File: src/rtl/xcfg_pkg.sv
package xcfg_pkg;
  localparam int SRC_W    = 4;
  localparam int N_OUT    = 16;
  localparam int GRP_W    = SRC_W + 2;
  localparam int IMG_W    = N_OUT * GRP_W;
  localparam int ADDR_W   = 4;
  localparam int OSEL_W   = 4;
  localparam int PAD_W    = 2;
  localparam int WORD_W   = PAD_W + ADDR_W + OSEL_W + GRP_W;
  localparam int WCAP_W   = WORD_W - PAD_W;
  localparam int OSEL_LSB = GRP_W;
  localparam int ADDR_LSB = GRP_W + OSEL_W;
  localparam int SYNC_N   = 2;

  // pin bundle positions inside the synchronizer vector
  localparam int P_SCLK = 0;
  localparam int P_EN   = 1;
  localparam int P_DIN  = 2;
  localparam int P_UPD  = 3;
  localparam int P_MODE = 4;
  localparam int P_W    = 5;

  typedef struct packed {
    logic             en;
    logic             gain;
    logic [SRC_W-1:0] src;
  } route_t;

  function automatic route_t word_route(input logic [WCAP_W-1:0] w);
    return route_t'(w[GRP_W-1:0]);
  endfunction

  function automatic logic [OSEL_W-1:0] word_osel(input logic [WCAP_W-1:0] w);
    return w[OSEL_LSB +: OSEL_W];
  endfunction

  function automatic logic [ADDR_W-1:0] word_addr(input logic [WCAP_W-1:0] w);
    return w[ADDR_LSB +: ADDR_W];
  endfunction
endpackage

File: src/rtl/xcfg_sync.sv
module xcfg_sync #(
  parameter int          W      = 1,
  parameter int          STAGES = 2,
  parameter logic [W-1:0] RST   = '0
) (
  input  logic         clk,
  input  logic         rst_n,
  input  logic [W-1:0] d,
  output logic [W-1:0] q
);
  logic [W-1:0] pipe [STAGES];

  always_ff @(posedge clk or negedge rst_n) begin
    if (!rst_n) begin
      for (int i = 0; i < STAGES; i++) pipe[i] <= RST;
    end else begin
      pipe[0] <= d;
      for (int i = 1; i < STAGES; i++) pipe[i] <= pipe[i-1];
    end
  end

  assign q = pipe[STAGES-1];
endmodule

File: src/rtl/xcfg_chain.sv
module xcfg_chain
  import xcfg_pkg::*;
(
  input  logic             clk,
  input  logic             rst_n,
  input  logic             shift,
  input  logic             din,
  output logic [IMG_W-1:0] img,
  output logic             tail
);
  always_ff @(posedge clk or negedge rst_n) begin
    if (!rst_n)     img <= '0;
    else if (shift) img <= {img[IMG_W-2:0], din};
  end

  assign tail = img[IMG_W-1];


  chain_in_chk: assert property (@(posedge clk) disable iff (!rst_n)
    shift |=> (img[0] == $past(din)) && (tail == $past(img[IMG_W-2])));


  chain_hold_chk: assert property (@(posedge clk) disable iff (!rst_n)
    !shift |=> $stable(img));
endmodule

File: src/rtl/xcfg_word.sv
module xcfg_word
  import xcfg_pkg::*;
(
  input  logic              clk,
  input  logic              rst_n,
  input  logic              shift,
  input  logic              din,
  input  logic [ADDR_W-1:0] strap,
  output logic [WCAP_W-1:0] word,
  output logic              addr_hit
);
  // the two ignored top bits simply fall off the end
  always_ff @(posedge clk or negedge rst_n) begin
    if (!rst_n)     word <= '0;
    else if (shift) word <= {word[WCAP_W-2:0], din};
  end

  assign addr_hit = (word_addr(word) == strap);


  word_hold_chk: assert property (@(posedge clk) disable iff (!rst_n)
    !shift |=> $stable(word));


  word_in_chk: assert property (@(posedge clk) disable iff (!rst_n)
    shift |=> word[0] == $past(din));
endmodule

File: src/rtl/xbar_cfg_rx.sv
module xbar_cfg_rx
  import xcfg_pkg::*;
(
  input  logic              clk,
  input  logic              rst_n,
  input  logic              ser_clk,
  input  logic              ser_en_n,
  input  logic              ser_din,
  input  logic              mode_chain,
  input  logic              upd_n,
  input  logic [ADDR_W-1:0] strap_addr,
  output logic              ser_dout,
  output logic              match_n,
  output logic              load_stb,
  output logic              load_chain,
  output logic [IMG_W-1:0]  img,
  output logic [OSEL_W-1:0] w_osel,
  output logic              w_en,
  output logic              w_gain,
  output logic [SRC_W-1:0]  w_src
);
  localparam logic [P_W-1:0] SYNC_RST = P_W'((1 << P_EN) | (1 << P_UPD));

  logic [P_W-1:0] pin_raw, pin_s;
  logic sclk_q, upd_q;
  logic sclk_fall, upd_fall, shift_edge, chain_shift, word_shift;
  logic mode_s, upd_low, chain_tail, addr_hit;
  logic [WCAP_W-1:0] word;
  route_t wr;

  always_comb begin
    pin_raw         = '0;
    pin_raw[P_SCLK] = ser_clk;
    pin_raw[P_EN]   = ser_en_n;
    pin_raw[P_DIN]  = ser_din;
    pin_raw[P_UPD]  = upd_n;
    pin_raw[P_MODE] = mode_chain;
  end

  xcfg_sync #(.W(P_W), .STAGES(SYNC_N), .RST(SYNC_RST)) u_sync (
    .clk(clk), .rst_n(rst_n), .d(pin_raw), .q(pin_s)
  );

  always_ff @(posedge clk or negedge rst_n) begin
    if (!rst_n) begin
      sclk_q <= 1'b0;
      upd_q  <= 1'b1;
    end else begin
      sclk_q <= pin_s[P_SCLK];
      upd_q  <= pin_s[P_UPD];
    end
  end

  assign mode_s      = pin_s[P_MODE];
  assign upd_low     = ~pin_s[P_UPD];
  assign sclk_fall   = sclk_q & ~pin_s[P_SCLK];
  assign upd_fall    = upd_q & upd_low;
  assign shift_edge  = sclk_fall & ~pin_s[P_EN];
  assign chain_shift = shift_edge & mode_s;
  assign word_shift  = shift_edge & ~mode_s;

  xcfg_chain u_chain (
    .clk(clk), .rst_n(rst_n), .shift(chain_shift), .din(pin_s[P_DIN]),
    .img(img), .tail(chain_tail)
  );

  xcfg_word u_word (
    .clk(clk), .rst_n(rst_n), .shift(word_shift), .din(pin_s[P_DIN]),
    .strap(strap_addr), .word(word), .addr_hit(addr_hit)
  );

  assign ser_dout = mode_s ? chain_tail : ser_din;
  assign match_n  = ~(~mode_s & upd_low & addr_hit);

  always_ff @(posedge clk or negedge rst_n) begin
    if (!rst_n) begin
      load_stb   <= 1'b0;
      load_chain <= 1'b0;
    end else begin
      load_stb <= upd_fall & (mode_s | addr_hit);
      if (upd_fall) load_chain <= mode_s;
    end
  end

  assign wr     = word_route(word);
  assign w_osel = word_osel(word);
  assign w_en   = wr.en;
  assign w_gain = wr.gain;
  assign w_src  = wr.src;


  load_pulse_chk: assert property (@(posedge clk) disable iff (!rst_n)
    load_stb |=> !load_stb);


  match_load_chk: assert property (@(posedge clk) disable iff (!rst_n)
    (load_stb && !load_chain) |-> $past(!match_n));


  load_src_chk: assert property (@(posedge clk) disable iff (!rst_n)
    $rose(load_stb) |-> $past(upd_fall));
endmodule

File: config.mk
export PLATFORM = sky130hd
export DESIGN_NAME = xbar_cfg_rx
export DESIGN_NICKNAME = d
export VERILOG_FILES = /design/src/rtl/xcfg_pkg.sv /design/src/rtl/xcfg_sync.sv /design/src/rtl/xcfg_chain.sv /design/src/rtl/xcfg_word.sv /design/src/rtl/xbar_cfg_rx.sv
export SDC_FILE = /design/constraint.sdc
export NUM_CORES = 1
export LEC_CHECK = 0
export ABC_CLOCK_PERIOD_IN_PS = 2200
export BUFFER_PORTS_ARGS = -buffer_cell sky130_fd_sc_hd__buf_2
export CORE_UTILIZATION = 54
export CTS_BUF_LIST = sky130_fd_sc_hd__clkbuf_4 sky130_fd_sc_hd__clkbuf_8
export DETAILED_ROUTE_END_ITERATION = 16
export PLACE_DENSITY = 0.81
export SLEW_MARGIN = 10
export SYNTH_ARGS = -nofsm -noshare
export SYNTH_HDL_FRONTEND = slang
export SYNTH_SLANG_ARGS = --single-unit
File: constraint.sdc
create_clock -name clk -period 2.2 [get_ports clk]
set_input_delay 0.11 -clock clk [delete_from_list [all_inputs] [get_ports clk]]
set_output_delay 0.11 -clock clk [all_outputs]
set_load 0.02 [all_outputs]
== Yosys cells after proc, flatten, opt, wreduce, memory -nomap -nowiden ==
Index checks and enable logic that the tools add are counted.
Operators by class
  eq/ne operators: 1
  mux-type cells: 1
  bitwise logic cells: 14
Operators with widths (number)
  bitwise AND 1 bit: 8
  NOT 1 bit: 5
  == test 4 bit: 1
  two-way mux 1 bit: 1
  bitwise OR 1 bit: 1
Storage, ports and cells
  flip-flop bits (word level): 124
  input port bits: 11
  output and inout bits: 110
  word-level logic and storage cells: 24

== Logic depth before layout (Yosys ltp) ==
  word-level depth: 4
  depth in mapped cells: 5
  depth with buffers taken out: 3

== Modules after synthesis ==
Synthesis repeated with hierarchy kept, for this count alone.
Unflattened totals
  cell total of the unflattened synthesis: 266
  area, all modules: 4803.4 um^2
Modules (own cells, without submodules)
  xcfg_chain: times used 1, cells each 204, area an instance 3772.4 um^2, seq. area each 2402.3 um^2
  xcfg_word: times used 1, cells each 34, area an instance 560.5 um^2, seq. area each 350.3 um^2
  xcfg_sync: times used 1, cells each 15, area an instance 292.8 um^2, seq. area each 255.2 um^2
  xbar_cfg_rx: times used 1, cells each 13, area an instance 177.7 um^2, seq. area each 101.3 um^2

== Worst setup path after synthesis ==
Ideal clock, no wire load.
  path type: reg2reg
  start point: register u_sync.pipe, in the netlist u_sync.q[4]
  end point: register u_chain.img[47]
  setup time: 0.128 ns
  arrival: 1.557 ns
  required time: 2.072 ns
  path slack: 0.516 ns
  stages on the path, launching flop included: 6
  path buffers: 2
  clock period less this slack: 1.684 ns
  cell sequence: dfrtp_1 > inv_2 > nor4b_2 > buf_4 > buf_4 > mux2_1
Between the ends
  word-level cells in the longest chain between the ends: 1
RTL lines
  start, declared: line xcfg_sync.sv:11  | logic [W-1:0] pipe [STAGES];
  bitwise AND 1 bit: line xbar_cfg_rx.sv:59  | assign chain_shift = shift_edge & mode_s;
  end signal, assigned: line xcfg_chain.sv:13  | else if (shift) img <= {img[IMG_W-2:0], din};
  end, declared: line xcfg_chain.sv:8  | output logic [IMG_W-1:0] img,
No other way between the ends.
A chain may end at the register's enable or synchronous reset.

== Worst setup path in the final report ==
Same ends and word-level chain as after synthesis.

==> results_dict.tcl <==
set metrics [dict create \
    clockBufferDepth 2 \
    grt_pass1_wl_mm 13.3 \
    netlist-cell-type-count 13 \
    fin_crit_sh 0.809 \
    synthArstFlopShare 1.00 \
    die_area_um2 8890 \
    synth.avg_cell_area_um2 17.2 \
    cts_buffers 17 \
    rows 33 \
    drtIter0Drc 40 \
    run_status "finished, final reports clean" \
    gp_routability_congestion 0.707 \
    critical_path_arrival_ps 2070 \
    area_delta_synth_final_pct 26.3 \
    hold_path_class "in2reg" \
    startpoint_type "flop" \
    cts.sinks 124 \
    pre_cts_ws_ps 415 \
    synthTopCellsByArea "dfrtp_1 (65%), mux2_2 (18%), mux2_1 (9.8%)" \
    power_frac_seq 0.477 \
    die_x_um 94.3 \
    die_height_um 94.3 \
    clk_latency_ps 420 \
    synthCells 267 \
    setup_violations 0 \
    num_antenna_cells 0 \
    grtUsageMet2 0.309 \
    worst_pin_slew_ps 644 \
    end_kind "flop" \
    finalCriticalPeriod_ps 1780 \
    synth_compound_area_frac 0.00109 \
    critical_path_class "reg2reg" \
    pwr-share-comb 0.067 \
    dp.cells 478 \
    worst_slack_ps 421 \
    synthMostInstantiatedCell "dfrtp_1" \
    yosys_warnings 0 \
    required_ps 2490 \
    p_clk_frac 0.456 \
    ir_worst_vdd_mv 0.541 \
    cts_tree "yes" \
    rsz0062_at_grt "no" \
    ys_top_cells_by_count "dfrtp_1 (119), mux2_2 (72), mux2_1 (40)" \
    postCtsHoldBufs 6 \
    powerDensity_nw_per_um2 874 \
    power.internal_mw 3.87 \
    grt_overflow 0 \
    portBuffers 120 \
    use_met3 0.0809 \
    syn-num-nets 278 \
    dr_total_vias 2581 \
    synth-edff-count 0 \
    synthMuxAreaShare 0.274 \
    synthSimpleGateAreaFrac 0.0106 \
    coreArea_um2 8220 \
    h-tree-depth 4 \
    relSlewSlack 0.570 \
    hold_viol 0 \
    routedWlPerCell_um 15.6 \
    ys_seq_area_frac 0.676 \
    top_usage_layer "met2" \
    grt_pass1_vias 2698 \
    place_hpwl_mm 5.33 \
    layout.nets 409 \
    synthAdderAreaFrac 0 \
    post_cts_buffers 0 \
    synth_xor_area_frac 0.00762 \
    synth_area_leader_cell "dfrtp_1" \
    power_switching_mw 1.20 \
    routed_wl_mm 8.07 \
    tns_ps 0 \
    swShare 0.237 \
    drive_gt1_frac 0.579 \
    clk_pin_slew_ps 70 \
    timing.fmax_ghz 0.562 \
    post_cts_resized 0 \
    viasPerCell 5.00 \
    slew_violations 0 \
    ys.flop_type "dfrtp_1" \
    ioPinCount 121 \
    grt_max_degree 67 \
    synth_top_area_frac 0.648 \
    total_leakage_power_nw 3.28 \
    final_antenna_net_count 0 \
    fin_skew_ps 9.70 \
    initial_core_util 0.560 \
    fin_cells 516 \
    grt.total_usage 0.201 \
    drc_errors 0 \
    synth_top_family_by_area "multiplexers" \
    synth_area_um2 4600 \
    use_met1 0.255 \
    cts-root-buf "clkbuf_8" \
    final_core_util 0.707 \
    ys_seq_elements 124 \
    antenna_found_initial 0 \
    worstPathMaxFanout 30 \
    maxCapViolations 0 \
    first_pass_iters 2 \
]
per-stage QoR:
stage	hold slack (ps)	total power [mW]	area [um^2]
finish	49.0	5.08	5810
global route	66.2	5.27	5810
CTS	31.2	5.13	5810
detailed placement	178	2.80	5280
global placement	170	2.78	5280
floorplan	-186	2.67	4600
cell type report:
type / instances / area (um^2)
clock inverter: 15 / 236
multi-input combinational: 122 / 1360
timing repair buffer: 132 / 733
inverter: 1 / 3.75
tap: 105 / 131
sequential: 124 / 3110
clock buffer: 17 / 234
fill: 580 / 2410
placed cells by master (no fill, tap or decap):
cell type,count
bufinv_16,5
dfstp_2,5
mux2_1,40
inv_6,3
a21oi_1,1
inv_8,1
or3_1,1
dfrtp_1,119
nand2b_1,1
dlygate4sd3_1,6
buf_2,119
clkinv_4,5
clkinv_2,1
inv_2,1
clkbuf_8,17
nand4_1,1
buf_12,2
buf_4,5
nor4b_4,1
xnor2_1,4
nor4b_2,1
mux2_2,72
sequential cells by signal, summed over array words and instances, names as in the netlist:
name         cells
u_sync.pipe      5
u_sync.q         5
sclk_q           1
upd_q            1
load_stb         1
u_chain.img     96
load_chain       1
u_word.word     14
critical path: stages (launching register included):
cell and delay (ps):
dfrtp_1 420, inv_2 80, nor4b_4 370, buf_4 410
mux2_1 380
logic make-up (layout without fill, tap and decap cells):
kind of cell    Yosys count  in the layout
xor+xnor                  4              4
flops                   124            124
compound gates            1              1
mux                     112            112
simple gates              5              5
buf+inv                  21            165
routing by layer:
| metal | up-vias | wire length [um] |
|---|---|---|
| met2 | 82 | 3930 |
| met5 | - | 0 |
| met4 | 0 | 61 |
| met1 | 1293 | 3540 |
| met3 | 6 | 533 |
| li1 | 1200 | - |
final timing paths:
path                                                from                           to  slack [ps]  cells after the start
worst max-delay path               u_sync.q[4]$_DFF_PN0_  u_chain.img[47]$_DFFE_PN0P_         420                      4
worst min register to register  u_sync.pipe[7]$_DFF_PN0_        u_sync.q[2]$_DFF_PN0_         350                      0
worst min-delay path                       strap_addr[1]           load_stb$_DFF_PN0_          50                      4
max in group asynchronous                          rst_n        u_sync.q[1]$_DFF_PN1_        1190                      3
worst max register to register     u_sync.q[4]$_DFF_PN0_  u_chain.img[47]$_DFFE_PN0P_         420                      4
min in group asynchronous                          rst_n  u_chain.img[15]$_DFFE_PN0P_         260                      2
power by group through the flow:
stage	clock, mW	sequential, mW	combinational (mW)
6_report	2.32	2.42	0.340
5_1_grt	2.47	2.43	0.371
4_1_cts	2.36	2.42	0.346
3_5_place_dp	0	2.46	0.335
3_3_place_gp	0	2.45	0.328
2_1_floorplan	0	2.50	0.172
Power figures use the tool's default switching activity.
